`src/rtl/udp_trailer_pkg.sv`:
```
package udp_trailer_pkg;

    typedef enum logic [1:0] {
        ST_IDLE,
        ST_HDR,
        ST_PAY,
        ST_TRL
    } tx_state_e;

    typedef struct packed {
        logic [15:0] src_port;
        logic [15:0] dst_port;
        logic [15:0] csum;
    } hdr_cfg_t;

    // 16-bit ones'-complement addition with end-around carry
    function automatic logic [15:0] oc_add16(input logic [15:0] a, input logic [15:0] b);
        logic [16:0] s;
        s = {1'b0, a} + {1'b0, b};
        return s[15:0] + {15'd0, s[16]};
    endfunction

endpackage

```
`src/rtl/udp_pseudo_sum.sv`:
```
module udp_pseudo_sum
    import udp_trailer_pkg::*;
(
    input  logic [31:0] src_ip,
    input  logic [31:0] dst_ip,
    input  logic [15:0] udp_len,
    output logic [15:0] sum
);
    logic [15:0] s0, s1, s2, s3, s4;

    always_comb begin
        s0  = oc_add16(src_ip[31:16], src_ip[15:0]);
        s1  = oc_add16(s0, dst_ip[31:16]);
        s2  = oc_add16(s1, dst_ip[15:0]);
        s3  = oc_add16(s2, 16'h0011);
        s4  = oc_add16(s3, udp_len);
        sum = s4;
    end
endmodule

```
`src/rtl/udp_hdr_byte.sv`:
```
module udp_hdr_byte
    import udp_trailer_pkg::*;
(
    input  hdr_cfg_t    hdr,
    input  logic [15:0] udp_len,
    input  logic [2:0]  idx,
    output logic [7:0]  data
);
    always_comb begin
        case (idx)
            3'd0:    data = hdr.src_port[15:8];
            3'd1:    data = hdr.src_port[7:0];
            3'd2:    data = hdr.dst_port[15:8];
            3'd3:    data = hdr.dst_port[7:0];
            3'd4:    data = udp_len[15:8];
            3'd5:    data = udp_len[7:0];
            3'd6:    data = hdr.csum[15:8];
            default: data = hdr.csum[7:0];
        endcase
    end
endmodule

```
`src/rtl/udp_csum_acc.sv`:
```
module udp_csum_acc
    import udp_trailer_pkg::*;
(
    input  logic        clk,
    input  logic        rst_n,
    input  logic        load,
    input  logic [15:0] load_val,
    input  logic        add,
    input  logic [7:0]  add_byte,
    input  logic        add_hi,
    output logic [15:0] sum
);
    logic [15:0] sum_d, sum_q;

    always_comb begin
        sum_d = sum_q;
        if (load)
            sum_d = load_val;
        else if (add)
            sum_d = oc_add16(sum_q, add_hi ? {add_byte, 8'h00} : {8'h00, add_byte});
    end

    always_ff @(posedge clk) begin
        if (!rst_n) sum_q <= '0;
        else        sum_q <= sum_d;
    end

    assign sum = sum_q;


    sum_hold_chk: assert property (@(posedge clk) disable iff (!rst_n)
        (!load && !add) |=> $stable(sum_q));
endmodule

```
`src/rtl/udp_csum_trailer_tx.sv`:
```
module udp_csum_trailer_tx
    import udp_trailer_pkg::*;
#(
    parameter int DATA_BYTES = 2362
) (
    input  logic        clk,
    input  logic        rst_n,
    input  logic [31:0] cfg_src_ip,
    input  logic [31:0] cfg_dst_ip,
    input  logic [15:0] cfg_src_port,
    input  logic [15:0] cfg_dst_port,
    input  logic [15:0] cfg_csum_const,
    input  logic [7:0]  in_data,
    input  logic        in_valid,
    output logic        in_ready,
    output logic [7:0]  out_data,
    output logic        out_valid,
    input  logic        out_ready,
    output logic        out_last
);
    localparam int          UDP_LEN_I = DATA_BYTES + 10;
    localparam logic [15:0] UDP_LEN   = 16'(UDP_LEN_I);
    localparam int          CNT_W     = $clog2(DATA_BYTES + 8);
    localparam logic [CNT_W-1:0] LAST_DATA = CNT_W'(DATA_BYTES - 1);
    localparam logic [CNT_W-1:0] LAST_HDR  = CNT_W'(7);

    typedef struct packed {
        tx_state_e       st;
        logic [CNT_W-1:0] idx;
        hdr_cfg_t        hdr;
    } tx_reg_t;

    tx_reg_t r_d, r_q;

    logic [15:0] pseudo_sum;
    logic [15:0] run_sum;
    logic [15:0] trailer;
    logic [7:0]  hdr_data;
    logic        acc_load, acc_add, acc_hi;
    logic [7:0]  acc_byte;
    logic [15:0] csum_eff;

    udp_pseudo_sum u_pseudo (
        .src_ip  (cfg_src_ip),
        .dst_ip  (cfg_dst_ip),
        .udp_len (UDP_LEN),
        .sum     (pseudo_sum)
    );

    udp_hdr_byte u_hdr (
        .hdr     (r_q.hdr),
        .udp_len (UDP_LEN),
        .idx     (r_q.idx[2:0]),
        .data    (hdr_data)
    );

    udp_csum_acc u_acc (
        .clk      (clk),
        .rst_n    (rst_n),
        .load     (acc_load),
        .load_val (pseudo_sum),
        .add      (acc_add),
        .add_byte (acc_byte),
        .add_hi   (acc_hi),
        .sum      (run_sum)
    );

    assign trailer  = ~run_sum;
    assign csum_eff = (cfg_csum_const == 16'h0000) ? 16'hFFFF : cfg_csum_const;

    always_comb begin
        r_d       = r_q;
        acc_load  = 1'b0;
        acc_add   = 1'b0;
        acc_byte  = 8'h00;
        acc_hi    = 1'b0;
        out_valid = 1'b0;
        out_data  = 8'h00;
        out_last  = 1'b0;
        in_ready  = 1'b0;
        case (r_q.st)
            ST_IDLE: begin
                if (in_valid) begin
                    r_d.st           = ST_HDR;
                    r_d.idx          = '0;
                    r_d.hdr.src_port = cfg_src_port;
                    r_d.hdr.dst_port = cfg_dst_port;
                    r_d.hdr.csum     = csum_eff;
                    acc_load         = 1'b1;
                end
            end
            ST_HDR: begin
                out_valid = 1'b1;
                out_data  = hdr_data;
                if (out_ready) begin
                    acc_add  = 1'b1;
                    acc_byte = hdr_data;
                    acc_hi   = ~r_q.idx[0];
                    if (r_q.idx == LAST_HDR) begin
                        r_d.st  = ST_PAY;
                        r_d.idx = '0;
                    end else begin
                        r_d.idx = r_q.idx + CNT_W'(1);
                    end
                end
            end
            ST_PAY: begin
                out_valid = in_valid;
                out_data  = in_data;
                in_ready  = out_ready;
                if (in_valid && out_ready) begin
                    acc_add  = 1'b1;
                    acc_byte = in_data;
                    acc_hi   = ~r_q.idx[0];
                    if (r_q.idx == LAST_DATA) begin
                        r_d.st  = ST_TRL;
                        r_d.idx = '0;
                    end else begin
                        r_d.idx = r_q.idx + CNT_W'(1);
                    end
                end
            end
            default: begin
                out_valid = 1'b1;
                out_data  = r_q.idx[0] ? trailer[7:0] : trailer[15:8];
                out_last  = r_q.idx[0];
                if (out_ready) begin
                    if (r_q.idx[0]) begin
                        r_d.st  = ST_IDLE;
                        r_d.idx = '0;
                    end else begin
                        r_d.idx = r_q.idx + CNT_W'(1);
                    end
                end
            end
        endcase
    end

    always_ff @(posedge clk) begin
        if (!rst_n) begin
            r_q.st  <= ST_IDLE;
            r_q.idx <= '0;
            r_q.hdr <= '0;
        end else begin
            r_q <= r_d;
        end
    end

    // byte position counter used only by the length check below
    logic [15:0] pos_q;
    always_ff @(posedge clk) begin
        if (!rst_n)
            pos_q <= '0;
        else if (out_valid && out_ready)
            pos_q <= out_last ? 16'd0 : pos_q + 16'd1;
    end


    out_hold_chk: assert property (@(posedge clk) disable iff (!rst_n)
        (out_valid && !out_ready) |=> (out_valid && $stable(out_data)));


    const_nonzero_chk: assert property (@(posedge clk) disable iff (!rst_n)
        (r_q.st != ST_IDLE) |-> (r_q.hdr.csum != 16'h0000));


    pkt_len_chk: assert property (@(posedge clk) disable iff (!rst_n)
        (out_valid && out_ready && out_last) |-> (pos_q == UDP_LEN - 16'd1));


    idle_after_last_chk: assert property (@(posedge clk) disable iff (!rst_n)
        (out_valid && out_ready && out_last) |=> !out_valid);
endmodule

```
`config.mk`:
```
export PLATFORM = sky130hd
export DESIGN_NAME = udp_csum_trailer_tx
export DESIGN_NICKNAME = d
export VERILOG_FILES = /design/src/rtl/udp_trailer_pkg.sv /design/src/rtl/udp_pseudo_sum.sv /design/src/rtl/udp_hdr_byte.sv /design/src/rtl/udp_csum_acc.sv /design/src/rtl/udp_csum_trailer_tx.sv
export SDC_FILE = /design/constraint.sdc
export NUM_CORES = 1
export LEC_CHECK = 0
export BUFFER_PORTS_ARGS = -buffer_cell sky130_fd_sc_hd__buf_2
export CAP_MARGIN = 20
export CORE_MARGIN = 2
export CORE_UTILIZATION = 25
export DETAILED_ROUTE_END_ITERATION = 8
export PLACE_DENSITY = 0.43
export SYNTH_ARGS = -nofsm -noshare
export SYNTH_HDL_FRONTEND = slang
export SYNTH_SLANG_ARGS = --single-unit
```
`constraint.sdc`:
```
create_clock -name clk -period 14.7 [get_ports clk]
set_input_delay 0.735 -clock clk [delete_from_list [all_inputs] [get_ports clk]]
set_output_delay 0.735 -clock clk [all_outputs]
set_load 0.05 [all_outputs]
```
== Yosys cells after proc, flatten, opt, wreduce, memory -nomap -nowiden ==
Cells that the tools add are included.
Storage, ports and cells
  flip-flop bits (word level): 78
  input bits: 124
  output and inout bits: 11
  word-level logic and storage cells: 79
Cells by class
  add/subtract/negate cells: 13
  equality and inequality tests: 15
  multiplexer cells: 32
  bitwise operators: 2
  reduce and logical (&&, ||, !) cells: 11
Operators by type and width (number)
  adder 16 x 1 -> 16 bit: 6
  adder 16 x 16 -> 17 bit: 4
  2-to-1 mux 16 bit: 4
  2-to-1 mux 62 bit: 1
  one-hot mux 8 bit (7 select lines): 1
  2-to-1 mux 14 bit: 3
  one-hot mux 14 bit (3 select lines): 1
  2-to-1 mux 12 bit: 3
  2-to-1 mux 8 bit: 3
  one-hot mux 8 bit (3 select lines): 1
  adder 16 x 12 -> 17 bit, second input constant: 1
  adder 16 x 5 -> 17 bit, second input constant: 1
  logical NOT 16 bit: 1
  NOT 16 bit: 1
  one-hot mux 8 bit (2 select lines): 1
  adder 12 x 1 -> 12 bit, second input constant: 1
  equality test 12 bit, second input constant: 1
  equality test 12 x 3 -> 1 bit, second input constant: 1
  inequality test 2 bit, second input constant: 5
  equality test 3 bit, second input constant: 3
  2-to-1 mux 1 bit: 8
  AND reduction 7 bit: 1
  equality test 3 x 2 -> 1 bit, second input constant: 2
  2-to-1 mux 2 bit: 3
  other kinds (14): 16

== Logic depth before layout (Yosys ltp) ==
Gate-level depths: netlist (run 1).
  depth in word-level cells: 11
  gate-level depth with buffers: 82
  mapped depth without buffers: 81

== Modules after synthesis ==
From an unflattened synthesis (run 1), not the netlist that was laid out.
Unflattened totals
  cells, all modules: 1261
  area, all modules: 10149.7 µm²
By module, submodules not included
  udp_pseudo_sum: instances 1, cells each 606, area an instance 4687.0 µm², seq. area each 0.0 µm²
  udp_csum_trailer_tx: instances 1, cells each 346, area an instance 2996.6 µm², seq. area each 1241.2 µm²
  udp_csum_acc: instances 1, cells each 230, area an instance 1916.8 µm², seq. area each 320.3 µm²
  udp_hdr_byte: instances 1, cells each 79, area an instance 549.3 µm², seq. area each 0.0 µm²

== Worst setup path before layout (run 1) ==
Ideal clock, no wire load.
  path type: in2reg
  from: input port cfg_src_ip[0]
  to: register u_acc.sum_q[15] (netlist: u_acc.sum[15])
  setup time: 0.120 ns
  arrival time: 14.078 ns
  data required time: 14.580 ns
  path slack: 0.502 ns
  stages on the path: 79
  path buffers: 2
  cells stage by stage: ha_1 -> inv_1 -> fa_1 -> nor2b_1 -> o21ai_0 -> a21boi_0 -> o21ai_0 -> a21boi_0 -> o21ai_0 -> a21boi_0 -> o21ai_0 -> a211oi_1 -> o21a_1 -> nor2_1 -> nor2b_1 -> o21ai_0 -> nand2b_1 -> ha_1 -> [43 not listed] -> mux2i_2 -> nor4_1 -> nand2_1 -> nor3_2 -> a221oi_1 -> o211ai_1 -> mux2_2 -> a31o_1 -> nor3b_1 -> ha_1 -> and3_1 -> and3_1 -> nand3_1 -> a31oi_1 -> nand3_1 -> a211oi_2 -> mux2i_1 -> o31a_1
Between the ends
  longest elaborated chain between the ends: 11
Ends and longest elaborated chain
  start, declared: line udp_csum_trailer_tx.sv:8  | input logic [31:0] cfg_src_ip,
  adder 16 x 16 -> 17 bit: line udp_trailer_pkg.sv:19  | s = {1'b0, a} + {1'b0, b};
  adder 16 x 1 -> 16 bit: line udp_trailer_pkg.sv:20  | return s[15:0] + {15'd0, s[16]};
  adder 16 x 16 -> 17 bit: line udp_trailer_pkg.sv:19
  adder 16 x 1 -> 16 bit: line udp_trailer_pkg.sv:20
  adder 16 x 16 -> 17 bit: line udp_trailer_pkg.sv:19
  adder 16 x 1 -> 16 bit: line udp_trailer_pkg.sv:20
  adder 16 x 5 -> 17 bit: line udp_trailer_pkg.sv:19
  adder 16 x 1 -> 16 bit: line udp_trailer_pkg.sv:20
  adder 16 x 12 -> 17 bit: line udp_trailer_pkg.sv:19
  adder 16 x 1 -> 16 bit: line udp_trailer_pkg.sv:20
  2-to-1 mux 16 bit: line udp_csum_acc.sv:17  | if (load)
  end signal, assigned: line udp_csum_acc.sv:25  | else sum_q <= sum_d;
  end, declared: line udp_csum_acc.sv:13  | logic [15:0] sum_d, sum_q;
Every way passes these cells.
A chain may end at the register's enable or synchronous reset.

== Worst setup path after layout (run 1) ==
  from: input port cfg_src_ip[0]
  to: register u_acc.sum_q[14] (netlist: u_acc.sum[14])
The elaborated chain is that of the path after synthesis.

==> metrics, run 1 <==
largest net degree at the start of global routing=76; cells after synthesis=1302; grt total ovfl=0; Worst EP required=14.92 ns; Worst Setup SP=cfg_src_ip[0]; final wirelength=32100 um; actual slew at the worst max-slew pin=0.899 ns; clock-pin slew on the worst setup and hold paths=0.07 ns; Layout area overhead=31.1%; period utilization=92.8%; slew margin rel.=39.6%; via count=10400; residual DRC count=0; gr usage total=15.1%; Root Buffer Master=clkbuf_16; worst slack at placement=-0.688 ns; Die X=204 um; top cells by area, synth=dfxtp_1 (16%), ha_1 (11%), xnor2_1 (7.2%); CP startpoint kind=input port; die area=41700 um^2; Syn Area/Cell=7.70 um^2; Synth cell types=97; sequential cell area fraction in the yosys report=15.6%; DIE HEIGHT=204 um; Non-Filler Instances=2114; # rows=73; final cell utilization of the core=33.1%; Num CTS Buffers=9; most frequent CP cell=buf_4; Final setup viols=0; cts hold-fix bufs=0; crit path DAT=13.87 ns; xor/xnor share of the synthesized area=12.9%; first-pass GRT wire length=51500 um; layout cells sized above 1=29.0%; number of global-route vias before repair=10200; Synth Net Count=1519; core area=39600 um^2; initial DRC count=486; FFs w/ async S/R, synth=0%; Tmin final=13.65 ns; initial antenna violation count=10; clk_lat worst skew=0.35 ns; CP Max Fanout=8; Port Buffers=134; area leader, netlist=dfxtp_1; kind of critical path=in2reg; flops & latches, synth=78; Synth warnings=0; EDFF count, synth=0; HP Class=reg2reg; Max Cap Viol=0; Slowest Stage Delay on Critical Path=0.43 ns; main combinational cell family by area after synthesis=compound AO/OA/AOI/OAI gates; f_max=0.0733 GHz; hpwl dp=26100 um; Max Clock Skew=0.0157 ns; Worst path slowest cell=or4_4; Compound-Gate Fraction of Synth Area=27.5%; Final Slew Violations=0; CTS tree=built; area share of and/or/nand/nor cells after synthesis=25.6%; worst hold start=r_q[34]; setup ws final=1.05 ns; Synth Cell Area=10000 um^2; Final Wtd Congestion=0.834; H-tree depth=3; Most used DFF post-synth=dfxtp_1; Max clock buf depth=2; Initial Util=25.3%; IO Pins=135; post-synthesis mux area share=2.86%; placed insts=2082; top-area cell type share of the netlist area=15.6%; Antenna Violating Nets Remaining=0; Final Hold Slack=0.465 ns; vias per inst=4.90; Reg-to-Reg Start=r_q[48]; Clock Sinks=78; Worst Setup End Kind=register; status=complete, no violations; Post-Synth Adder-Cell Area=11.9%; nets=1796; DR pass1 iterations=5; Final Hold Fails=0; routed len/inst=15.2 um
Yosys cell counts (16+ instances only):
library cell	n
nor2b_1	17
nand3_1	54
a21o_1	19
and2_1	23
clkbuf_1	33
nor3_1	36
mux2i_1	16
nand2_1	156
and3_1	21
o221a_2	17
o21ai_0	60
xor2_1	47
dfxtp_1	78
xnor2_1	82
inv_1	43
nor2_1	93
o211ai_1	20
a21boi_0	43
a211oi_1	16
ha_1	89
a21oi_1	63
layer usage:
layer / share of wire, % / track usage (%) / vias to the layer above
met5: 0.17 / 0 / -
met4: 1.9 / 4.01 / 8
met3: 4.3 / 2.60 / 44
met2: 47 / 26.0 / 199
met1: 46 / 19.4 / 4740
li1: - / - / 5370
final cells by class:
class                      instances  area [um^2]
fill                            4326        26500
multi-input combinational       1131         8420
timing repair buffer             316         2040
sequential                        78         1560
tap                              525          657
clock buffer                       9          225
inverter                          43          161
clock inverter                     7         57.6
antenna                            5         12.5
through the flow:
stage	cell area (um^2)	setup TNS, ns
after floorplan	10000	0
final	13100	0
after CTS	12700	0
after global routing	13100	-0.601
after detailed placement	12400	-4.94
after global placement	12400	-1.95
logic make-up (layout without fill, tap and decap cells):
| kind of cell | Yosys count | count (layout) |
|---|---|---|
| compound gates | 373 | 373 |
| xor+xnor | 138 | 138 |
| fa+ha+maj | 93 | 93 |
| buf+inv | 93 | 375 |
| flops | 78 | 78 |
| mux | 27 | 27 |
| other cells | 0 | 5 |
| simple gates | 500 | 500 |
cells in the final DEF (no fill, tap or decap), drive strengths merged, types with 40 or more instances in the layout:
master,netlist,final
a21boi,44,44
a21oi,68,68
buf,17,316
dfxtp,78,78
ha,89,89
inv,43,46
nand2,156,156
nand3,54,54
nor2,95,95
nor3,40,40
o21ai,62,62
xnor2,87,87
xor2,48,48
worst paths after layout:
kind,to,slack (ns),cells after the start
hold reg to reg,r_q[34],0.46,2
setup reg to reg,u_acc.sum[15],6.93,32
hold / removal,r_q[34],0.46,2
setup / recovery,u_acc.sum[14],1.05,83
critical path: cells and delay by family:
kind            cells  cell delay, ns
mux                 2            0.54
buf+inv             9            1.04
xor+xnor            3            0.48
compound gates     28            4.11
fa+ha+maj          13            2.69
simple gates       28            4.24
sequential cells by signal, summed over array words and instances (netlist names):
register / count
u_acc.sum: 16
r_q: 62
timing repair:
action	4_1_cts	5_1_grt
pin swaps	0	36
setup buffers	0	11
gates resized for setup	9	70
endpoints found under the setup margin	7	16
Power of run 1 is not shown: default switching activity piles up to over one toggle a cycle in this logic, so the estimate is an artifact.
==> inputs of run 2 (changes only) <==
- CORE_UTILIZATION: 25 -> 54
- PLACE_DENSITY: 0.43 -> 0.78
- RECOVER_POWER: default -> 25
==> metrics, run 2 (same netlist as run 1, synthesis figures left out) <==
status=complete, no violations; commonest non-fill, non-tap cells in the layout=nand2_1 (155), buf_2 (134), buf_4 (94); Clock Sinks=78; Antenna Cells=0; f_max=0.0726 GHz; cts hold-fix bufs=0; # rows=49; Max Cap Viol=0; top layer in use=met4; routed wl met2=13800 um; largest net degree at the start of global routing=76; nets=1710; slew margin rel.=30.3%; hpwl dp=22000 um; clk_lat worst skew=0.34 ns; H-tree depth=3; Final Hold Fails=0; DIE HEIGHT=140 um; final wirelength=28000 um; residual DRC count=0; Root Buffer Master=clkbuf_16; via count=10500; final cell utilization of the core=66.4%; Post-DP Area=11400 um^2; Die X=140 um; Port Buffers=134; HP Class=reg2reg; CP startpoint kind=input port; crit path DAT=14.00 ns; max reg flops=62; most common cell after layout, fill and taps aside=nand2_1; routed len/inst=16.2 um; Final Wtd Congestion=0.978; period utilization=93.7%; Final setup viols=0; Final Slew Violations=0; CTS tree=built; grt total ovfl=0; Metal-1 WL=11600 um; Max Clock Skew=0.0108 ns; Sequential Area=1560 um^2; IO Pins=135; layout cells sized above 1=24.5%; vias per inst=6.09; Antenna Violating Nets Remaining=0; DR pass1 iterations=5; gr usage total=27.7%; Worst Setup End Kind=register; Initial Util=55.4%; Tmin final=13.77 ns; core area=18100 um^2; die area=19700 um^2; number of global-route vias before repair=10000; initial antenna violation count=0; first-pass GRT wire length=46100 um; Layout area overhead=19.8%; Max clock buf depth=2; clock-pin slew on the worst setup and hold paths=0.06 ns; Slowest Stage Delay on Critical Path=0.36 ns; CP Max Fanout=8; area of the multi-input gates=8290 um^2; Worst path slowest cell=ha_2; initial DRC count=585; Biggest register=r_q; kind of critical path=in2reg; # fillers=1543; Num CTS Buffers=9; fin area=12000 um^2; Worst R2R Setup Slack=6.96 ns; actual slew at the worst max-slew pin=1.04 ns; met3 wire length=1650 um; Worst EP required=14.92 ns; most frequent CP cell=ha_2
==> run 2: changes by cell type in the layout (fill, tap and decap cells not counted), sizes merged <==
cell      change
buf          -86
diode         -5
bufinv        +1
clkinv        -1
clkinvlp      -1
inv           +1
==> run 2: area by class of cell <==
cell class	count	share of cell area (%)
inverter	43	1.34
timing repair buffer	230	11.7
clock buffer	9	1.88
sequential	78	13.0
multi-input combinational	1131	69.0
tap	229	2.39
clock inverter	7	0.667
==> run 2: worst max-delay path, delay by kind of cell <==
family	cells	cell delay [ns]
adders and majority gates	12	2.87
xor gates and xnor gates	2	0.31
muxes	3	0.62
and+or+nand+nor	27	3.88
buffers and inverters	7	0.86
AOI/OAI and AO/OA	30	4.75
==> run 2: worst paths after layout <==
path,startpoint,to,depth (start not counted)
hold reg to reg,r_q[34],r_q[34],2
hold / removal,r_q[34],r_q[34],2
setup / recovery,cfg_src_ip[0],u_acc.sum[15],81
setup reg to reg,r_q[48],u_acc.sum[15],31
==> run 2: timing repair <==
item,in CTS,in global routing
pin swaps,0,23
endpoints found under the setup margin,8,16
resized for setup,9,51
buffers inserted,0,7
gates cloned,0,0
==> run 2: per-stage QoR <==
step / worst slack, ns / TNS (ns) / instances / hold WS, ns
after CTS: 0.0396 / 0 / 1719 / 0.464
after detailed placement: -0.756 / -5.91 / 1703 / 0.456
after floorplan: 0.502 / 0 / 1302 / 0.440
after global placement: -0.185 / -0.889 / 1703 / 0.451
after global routing: -0.0313 / -0.0611 / 1727 / 0.493
final: 0.926 / 0 / 1727 / 0.462
==> run 2: routing by layer <==
| metal | up-vias | track usage (%) |
|---|---|---|
| met5 | - | 0.501 |
| met4 | 0 | 9.78 |
| met3 | 65 | 5.03 |
| met2 | 319 | 49.3 |
| met1 | 4918 | 33.5 |
| li1 | 5210 | - |
Power of run 2 is left out for the same reason.
